File: src/rtl/exc_pkg.sv
package exc_pkg;
  // status register bit positions (decoded by the core)
  localparam int SR_BL    = 28;
  localparam int SR_RB    = 29;
  localparam int SR_MD    = 30;
  localparam int SR_FD    = 15;
  localparam int SR_IM_LO = 4;
  localparam int IM_W     = 4;
  localparam int DS_W     = 3;

  // cause codes
  localparam int CODE_PWR_RST = 'h000;
  localparam int CODE_MAN_RST = 'h020;
  localparam int CODE_TLB_LD  = 'h040;
  localparam int CODE_TLB_ST  = 'h060;
  localparam int CODE_TRAP    = 'h160;
  localparam int CODE_KEEP_BL = 'h1E0;

  // handler placement
  localparam longint RESET_PC = 64'h0000_0000_A000_0000;
  localparam int OFS_TLB = 'h400;
  localparam int OFS_GEN = 'h100;
  localparam int OFS_IRQ = 'h600;

  typedef enum logic [2:0] {
    CAUSE_NONE,
    CAUSE_RESET,
    CAUSE_TLB,
    CAUSE_GEN,
    CAUSE_IRQ
  } cause_e;
endpackage

File: src/rtl/exc_arbiter.sv
module exc_arbiter
  import exc_pkg::*;
#(
  parameter int CODE_W = 12
) (
  input  logic              exc_valid,
  input  logic [CODE_W-1:0] exc_code,
  input  logic              irq_req,
  input  logic [CODE_W-1:0] irq_vector,
  input  logic              blocked,
  input  logic              in_sleep,
  output logic              take,
  output logic [CODE_W-1:0] eff_code,
  output cause_e            cause
);
  logic irq_ok;

  always_comb begin
    irq_ok   = irq_req && !exc_valid && (!blocked || in_sleep) && !(&irq_vector);
    eff_code = exc_code;
    if (blocked && exc_code != CODE_W'(CODE_KEEP_BL)) begin
      eff_code = CODE_W'(CODE_PWR_RST);
    end
    cause = CAUSE_NONE;
    if (exc_valid) begin
      if (eff_code == CODE_W'(CODE_PWR_RST) || eff_code == CODE_W'(CODE_MAN_RST)) begin
        cause = CAUSE_RESET;
      end else if (eff_code == CODE_W'(CODE_TLB_LD) || eff_code == CODE_W'(CODE_TLB_ST)) begin
        cause = CAUSE_TLB;
      end else begin
        cause = CAUSE_GEN;
      end
    end else if (irq_ok) begin
      cause = CAUSE_IRQ;
    end
    take = (cause != CAUSE_NONE);
  end
endmodule

File: src/rtl/exc_target.sv
module exc_target
  import exc_pkg::*;
#(
  parameter int XLEN   = 32,
  parameter int CODE_W = 12
) (
  input  cause_e            cause,
  input  logic [CODE_W-1:0] eff_code,
  input  logic [XLEN-1:0]   sr_in,
  input  logic [XLEN-1:0]   pc_in,
  input  logic [XLEN-1:0]   vbr_in,
  input  logic [1:0]        in_slot,
  output logic [XLEN-1:0]   sr_nx,
  output logic [XLEN-1:0]   pc_nx,
  output logic [XLEN-1:0]   spc_nx
);
  logic [XLEN-1:0] adj;

  always_comb begin
    sr_nx         = sr_in;
    sr_nx[SR_BL]  = 1'b1;
    sr_nx[SR_RB]  = 1'b1;
    sr_nx[SR_MD]  = 1'b1;
    pc_nx         = vbr_in + XLEN'(OFS_GEN);
    case (cause)
      CAUSE_RESET: begin
        sr_nx[SR_FD]                = 1'b0;
        sr_nx[SR_IM_LO +: IM_W]     = '1;
        pc_nx                       = XLEN'(RESET_PC);
      end
      CAUSE_TLB: pc_nx = vbr_in + XLEN'(OFS_TLB);
      CAUSE_IRQ: pc_nx = vbr_in + XLEN'(OFS_IRQ);
      default:   pc_nx = vbr_in + XLEN'(OFS_GEN);
    endcase

    // one adder: -2 for a delay slot, +2 for a trap, combined
    adj = '0;
    if (|in_slot) adj = adj - XLEN'(2);
    if (cause == CAUSE_GEN && eff_code == CODE_W'(CODE_TRAP)) adj = adj + XLEN'(2);
    spc_nx = pc_in + adj;
  end
endmodule

File: src/rtl/exc_entry_seq.sv
module exc_entry_seq
  import exc_pkg::*;
#(
  parameter int XLEN   = 32,
  parameter int CODE_W = 12
) (
  input  logic              clk,
  input  logic              rst_n,
  input  logic              exc_valid,
  input  logic [CODE_W-1:0] exc_code,
  input  logic              irq_req,
  input  logic [CODE_W-1:0] irq_vector,
  output logic [3:0]        irq_level,
  input  logic [XLEN-1:0]   sr_in,
  input  logic [XLEN-1:0]   pc_in,
  input  logic [XLEN-1:0]   vbr_in,
  input  logic [XLEN-1:0]   r15_in,
  input  logic              in_sleep,
  input  logic [2:0]        dslot_in,
  output logic              taken,
  output logic              irq_ack,
  output logic [XLEN-1:0]   sr_q,
  output logic [XLEN-1:0]   pc_q,
  output logic [XLEN-1:0]   ssr_q,
  output logic [XLEN-1:0]   spc_q,
  output logic [XLEN-1:0]   sgr_q,
  output logic [CODE_W-1:0] expevt_q,
  output logic [CODE_W-1:0] intevt_q,
  output logic [2:0]        dslot_q
);
  logic              take;
  logic [CODE_W-1:0] eff_code;
  cause_e            cause;
  logic [XLEN-1:0]   sr_nx, pc_nx, spc_nx;
  logic              ld_exp, ld_int;
  logic [2:0]        dslot_nx;

  assign irq_level = sr_in[SR_IM_LO +: IM_W];

  exc_arbiter #(.CODE_W(CODE_W)) u_arb (
    .exc_valid (exc_valid),
    .exc_code  (exc_code),
    .irq_req   (irq_req),
    .irq_vector(irq_vector),
    .blocked   (sr_in[SR_BL]),
    .in_sleep  (in_sleep),
    .take      (take),
    .eff_code  (eff_code),
    .cause     (cause)
  );

  exc_target #(.XLEN(XLEN), .CODE_W(CODE_W)) u_tgt (
    .cause   (cause),
    .eff_code(eff_code),
    .sr_in   (sr_in),
    .pc_in   (pc_in),
    .vbr_in  (vbr_in),
    .in_slot (dslot_in[1:0]),
    .sr_nx   (sr_nx),
    .pc_nx   (pc_nx),
    .spc_nx  (spc_nx)
  );

  // next-state decode
  always_comb begin
    ld_exp   = take && (cause != CAUSE_IRQ);
    ld_int   = (cause == CAUSE_IRQ);
    dslot_nx = take ? 3'b000 : dslot_in;
  end

  // registers
  always_ff @(posedge clk or negedge rst_n) begin
    if (!rst_n) begin
      taken    <= 1'b0;
      irq_ack  <= 1'b0;
      sr_q     <= '0;
      pc_q     <= '0;
      ssr_q    <= '0;
      spc_q    <= '0;
      sgr_q    <= '0;
      expevt_q <= '0;
      intevt_q <= '0;
      dslot_q  <= '0;
    end else begin
      taken   <= take;
      irq_ack <= ld_int;
      dslot_q <= dslot_nx;
      if (take) begin
        sr_q  <= sr_nx;
        pc_q  <= pc_nx;
        ssr_q <= sr_in;
        spc_q <= spc_nx;
        sgr_q <= r15_in;
      end
      if (ld_exp) expevt_q <= eff_code;
      if (ld_int) intevt_q <= irq_vector;
    end
  end
endmodule

File: config.mk
export PLATFORM = sky130hd
export DESIGN_NAME = exc_entry_seq
export DESIGN_NICKNAME = d
export VERILOG_FILES = /design/src/rtl/exc_pkg.sv /design/src/rtl/exc_arbiter.sv /design/src/rtl/exc_target.sv /design/src/rtl/exc_entry_seq.sv
export SDC_FILE = /design/constraint.sdc
export NUM_CORES = 1
export LEC_CHECK = 0
export ABC_AREA = 1
export BUFFER_PORTS_ARGS = -buffer_cell sky130_fd_sc_hd__buf_2
export CAP_MARGIN = 10
export CORE_AREA = 2 2 149 151
export DETAILED_ROUTE_END_ITERATION = 10
export DIE_AREA = 0 0 151 153
export PLACE_DENSITY_LB_ADDON = 0.3
export SLEW_MARGIN = 20
export SYNTH_ARGS = -nofsm -noshare
export SYNTH_HDL_FRONTEND = slang
export SYNTH_HIERARCHICAL = 1
export SYNTH_SLANG_ARGS = --single-unit
File: constraint.sdc
create_clock -name clk -period 1.1 [get_ports clk]
set_input_delay 0.11 -clock clk [delete_from_list [all_inputs] [get_ports clk]]
set_output_delay 0.11 -clock clk [all_outputs]
set_load 0.1 [all_outputs]
==> results of run 1 <==
[cell families after synthesis]
family	share of synthesized area
muxes	0.1841
xor gates and xnor gates	0.01988
adders and majority gates	0.03814
buffers and inverters	0.09606
DFF	0.3834
other	0.0003040
AOI/OAI and AO/OA	0.03662
and+or+nand+nor	0.2414
[per-stage QoR]
stage	std cells	hold WS [ns]	setup TNS, ns	instance area, sq um
2_1_floorplan	1401	-0.1856	-123.96	12600
3_3_place_gp	2152	0.05766	-192.53	18510
3_5_place_dp	2152	0.05794	-204.84	18510
==> reports/results.tsv, run 1 <==
stage	metric	value	unit
clock_tree	post_cts_buffers	38	
yosys	yosysWarnings	6	
clock_tree	ctsResizeCount	286	
run_status	stop_stage	4_1_cts	
floorplan	die_w	151	microns
yosys	synth_area_per_cell	8.817	sq um
yosys	synthTopCellsByCount	387 x nand2_1, 189 x dfrtp_1, 175 x inv_1	
yosys	async_reset_ff_frac	1.000	
yosys	synthFlopType	dfrtp_1	
floorplan	ios	353	
yosys	synth-seq-cells	189	
yosys	synthTopCellsByArea	dfrtp_1 38%, mux2_4 15%, nand2_1 12%, inv_1 5.3%, nand3_1 4.3%	
floorplan	rows	54	
yosys	synth_sequential_area_ratio	0.3834	
clock_tree	numCtsBuffers	17	
placement	io_buffers	352	
yosys	synth_edf_count	0	
yosys	netlist_area	12330	sq um
clock_tree	cts_sinks	189	
run_status	outcome	stopped before the end	
clock_tree	htree_levels	4	
clock_tree	clockBufferDepth	2	
yosys	yosys.area.top_type	dfrtp_1	
placement	gp_congestion	0.9887	
placement	hpwlAfterDp	33590	microns
clock_tree	postCtsHoldBufs	80	
placement	pre_cts_slack	-2.525	ns
floorplan	die_h	153	microns
yosys	synthDistinctLibCells	45	
floorplan	start_util	0.5741	
yosys	synth_most_common_cell	nand2_1	
yosys	netlist_instances	1399	
clock_tree	cts-root-buf	clkbuf_16	
run_status	stop_error	[ERROR DPL-0038] Utilization greater than 100%, impossible to legalize	
yosys	synth_top_area_share	0.3834	
==> inputs of run 2 (changes only) <==
CORE_AREA = 2 2 179 181   (was 2 2 149 151)
DIE_AREA = 0 0 181 183   (was 0 0 151 153)
PLACE_DENSITY_LB_ADDON = 0.15   (was 0.3)
==> run 2 against run 1 <==
The flow now finishes, with violations (negative setup slack). Synthesized area stayed put. Synthesized cell count stayed put.
==> reports/results.tsv, run 2 <==
stage	metric	value	unit
run_status	outcome	finished, violations left	
run_status	violations	negative setup slack	
detailed_routing	remaining_drc_errors	0	
global_route	grt_pass1_vias	12220	
critical_path	crit_slowest_cell	ha_4	
floorplan	core-area	31230	sq um
yosys	synth_area_per_cell	8.817	sq um
sta	finClkSkew	0	ns
yosys	synth_sequential_area_ratio	0.3834	
clock_tree	numCtsBuffers	17	
final_layout	areaGrowthSynthToFinish	81.61	%
placement	gp_congestion	0.9121	
floorplan	die_area	33120	sq um
detailed_routing	dr.pass1.iters	5	
sta	fmax	0.3374	GHz
power	p_per_area	1522	nW/um^2
placement	io_buffers	352	
critical_path	critPathLaunchType	input pin	
sta	slew_viol_final	0	
sta	holdWs	0.02549	ns
job	maxCapViolations	0	
clock_tree	cts_tree	done	
critical_path	worst-setup-path-type	input pin to register	
final_layout	stdcell_area	22400	sq um
sta	tightest_slew	0.4969	ns
yosys	synth-seq-cells	189	
sta	maxSlewHeadroom	0.6676	
final_layout	layout-drive-gt1-share	0.5329	
sta	setup_ws	-1.864	ns
clock_tree	cts_sinks	189	
yosys	synth_edf_count	0	
power	vdd_drop_max	0.001275	V
clock_tree	clk_pin_slew	0.07	ns
global_route	grtUsageTotal	0.2419	
min_path	hold_class	input pin to register	
sta	setup_tns	-221.58	ns
floorplan	start_util	0.3950	
final_layout	mostFrequentLayoutCells	298 x nand2_1, 208 x buf_12, 188 x dfrtp_1	
yosys	synth_most_common_cell	nand2_1	
final_layout	fillers	2162	
floorplan	die_w	181	microns
power	combPwrFrac	0.552	
floorplan	die_h	183	microns
placement	hpwlAfterDp	29040	microns
yosys	async_reset_ff_frac	1.000	
detailed_routing	drt-initial-drc-count	693	
sta	hold_viol	0	
placement	place_area	18800	sq um
power	power_leakage	11.26	nW
global_route	overflow	0	
critical_path	cpPeakStageDelay	0.30	ns
power	power.net_switching	15.65	mW
global_route	antenna_found_initial	0	
yosys	synth_top_area_share	0.3834	
sta	rsz0062_at_grt	yes	
floorplan	ios	353	
yosys	netlist_instances	1399	
global_route	grt_pass1_wl	63590	microns
detailed_routing	num_vias	12280	
sta	fin_crit	2.964	ns
final_layout	layout.nets	2252	
critical_path	path_max_fanout	7	
yosys	yosysWarnings	6	
sta	finalSetupViolCount	378	
yosys	synthTopCellsByCount	387 x nand2_1, 189 x dfrtp_1, 175 x inv_1	
final_layout	final_common_cell	nand2_1	
detailed_routing	wire_per_inst	17.86	microns
final_layout	antenna_cells	0	
power	swShare	0.4591	
power	internal_power	18.44	mW
yosys	synthFlopType	dfrtp_1	
critical_path	cp_data_arrival_time	3.31	ns
power	clkPwrFrac	0.180	
yosys	netlist_area	12330	sq um
yosys	synthDistinctLibCells	45	
global_route	grt_max_degree	60	
clock_tree	cts-root-buf	clkbuf_16	
yosys	yosys.area.top_type	dfrtp_1	
yosys	synthTopCellsByArea	dfrtp_1 38%, mux2_4 15%, nand2_1 12%, inv_1 5.3%, nand3_1 4.3%	
critical_path	required	1.44	ns
detailed_routing	avgViaCountPerCell	4.972	
clock_tree	clockBufferDepth	2	
detailed_routing	wirelength	44120	microns
floorplan	rows	65	
detailed_routing	ant_nets	0	
clock_tree	htree_levels	4	
clock_tree	clk_latency	0.45	ns
critical_path	crit_top_cell	nand2_2	
critical_path	end_kind	register	
sta	fin_crit_sh	2.694	
power	seqPwrFrac	0.267	
==> run 2: cell counts after synthesis <==
No cell type changed its count.
==> run 2: power by group through the flow <==
stage          Sequential (mW)  Clock (mW)  Combinational [mW]
5_1_grt                   9.24        6.55                19.5
2_1_floorplan             16.0           0                3.47
3_3_place_gp              9.19           0                17.1
3_5_place_dp              9.22           0                17.2
6_report                  9.11        6.15                18.8
4_1_cts                   9.11        6.27                18.1
==> run 2: cell families (layout without fill, tap and decap cells) <==
logic type / count (synthesis) / count (layout) / synth area share
multiplexers: 160 / 160 / 0.1841
flip-flops: 189 / 189 / 0.3834
other: 1 / 3 / 0.0003040
buffers and inverters: 246 / 913 / 0.09606
adder cells (fa/ha/maj): 37 / 37 / 0.03814
AO/OA/AOI/OAI: 81 / 81 / 0.03662
AND/OR/NAND/NOR: 657 / 657 / 0.2414
XOR/XNOR: 28 / 28 / 0.01988
==> run 2: timing repair <==
item | CTS | global route
gates cloned | 2 | 10
hold endpoints to repair | 301 | 1
pin swaps | 72 | 64
gates resized for setup | 182 | 191
endpoints found under the setup margin | 374 | 375
hold buffers | 88 | 1
buffers inserted | 19 | 26
==> run 2: area by class of cell <==
type	count	area (sq um)	area share
repair buffers	698	8108	0.3620
multi-input cells	966	7742	0.3456
flip-flops and latches	189	4731	0.2112
inverters	182	754.5	0.03368
well taps	402	503.0	0.02245
clock buffers	18	429.2	0.01916
clock inverters	14	128.9	0.005753
repair inverters	1	3.754	0.0001676
==> run 2: final timing paths <==
| path | from | end | slack, ns | depth (start not counted) |
|---|---|---|---|---|
| setup / recovery | exc_code[1] | spc_q[19] | -1.86 | 29 |
| hold / removal | pc_in[1] | spc_q[1] | 0.03 | 3 |
| setup reg to reg | pc_q[2] | pc_q[2] | 0.25 | 1 |
| hold reg to reg | expevt_q[5] | expevt_q[5] | 0.54 | 2 |
| max in group asynchronous | rst_n | spc_q[31] | 0.44 | 3 |
| min in group asynchronous | rst_n | pc_q[16] | 0.09 | 2 |
==> run 2: critical path, delay by kind of cell <==
kind / cells / cell delay, ns
simple gates: 18 / 1.62
buf+inv: 7 / 0.71
fa+ha+maj: 2 / 0.52
mux: 1 / 0.25
compound gates: 1 / 0.05
==> run 2: stage by stage <==
stage                       util  power [mW]  std cells  worst slack [ns]
after CTS                 0.6810       33.49       2435            -1.646
final                     0.7173       34.10       2470            -1.864
after detailed placement  0.6021       26.45       2294            -2.384
after global routing      0.7173       35.24       2470            -1.984
after global placement    0.6021       26.32       2294            -2.340
after floorplan                -       19.49       1401            -1.921
==> run 2: per-layer routing <==
| layer | global-route usage | share of wire | vias up |
|---|---|---|---|
| li1 | - | - | 5766 |
| met1 | 0.2906 | 0.40 | 5950 |
| met2 | 0.4329 | 0.52 | 472 |
| met3 | 0.05083 | 0.056 | 93 |
| met4 | 0.07902 | 0.032 | 0 |
| met5 | 0 | 0 | - |
No activity file was read; power rests on OpenSTA's default activity.
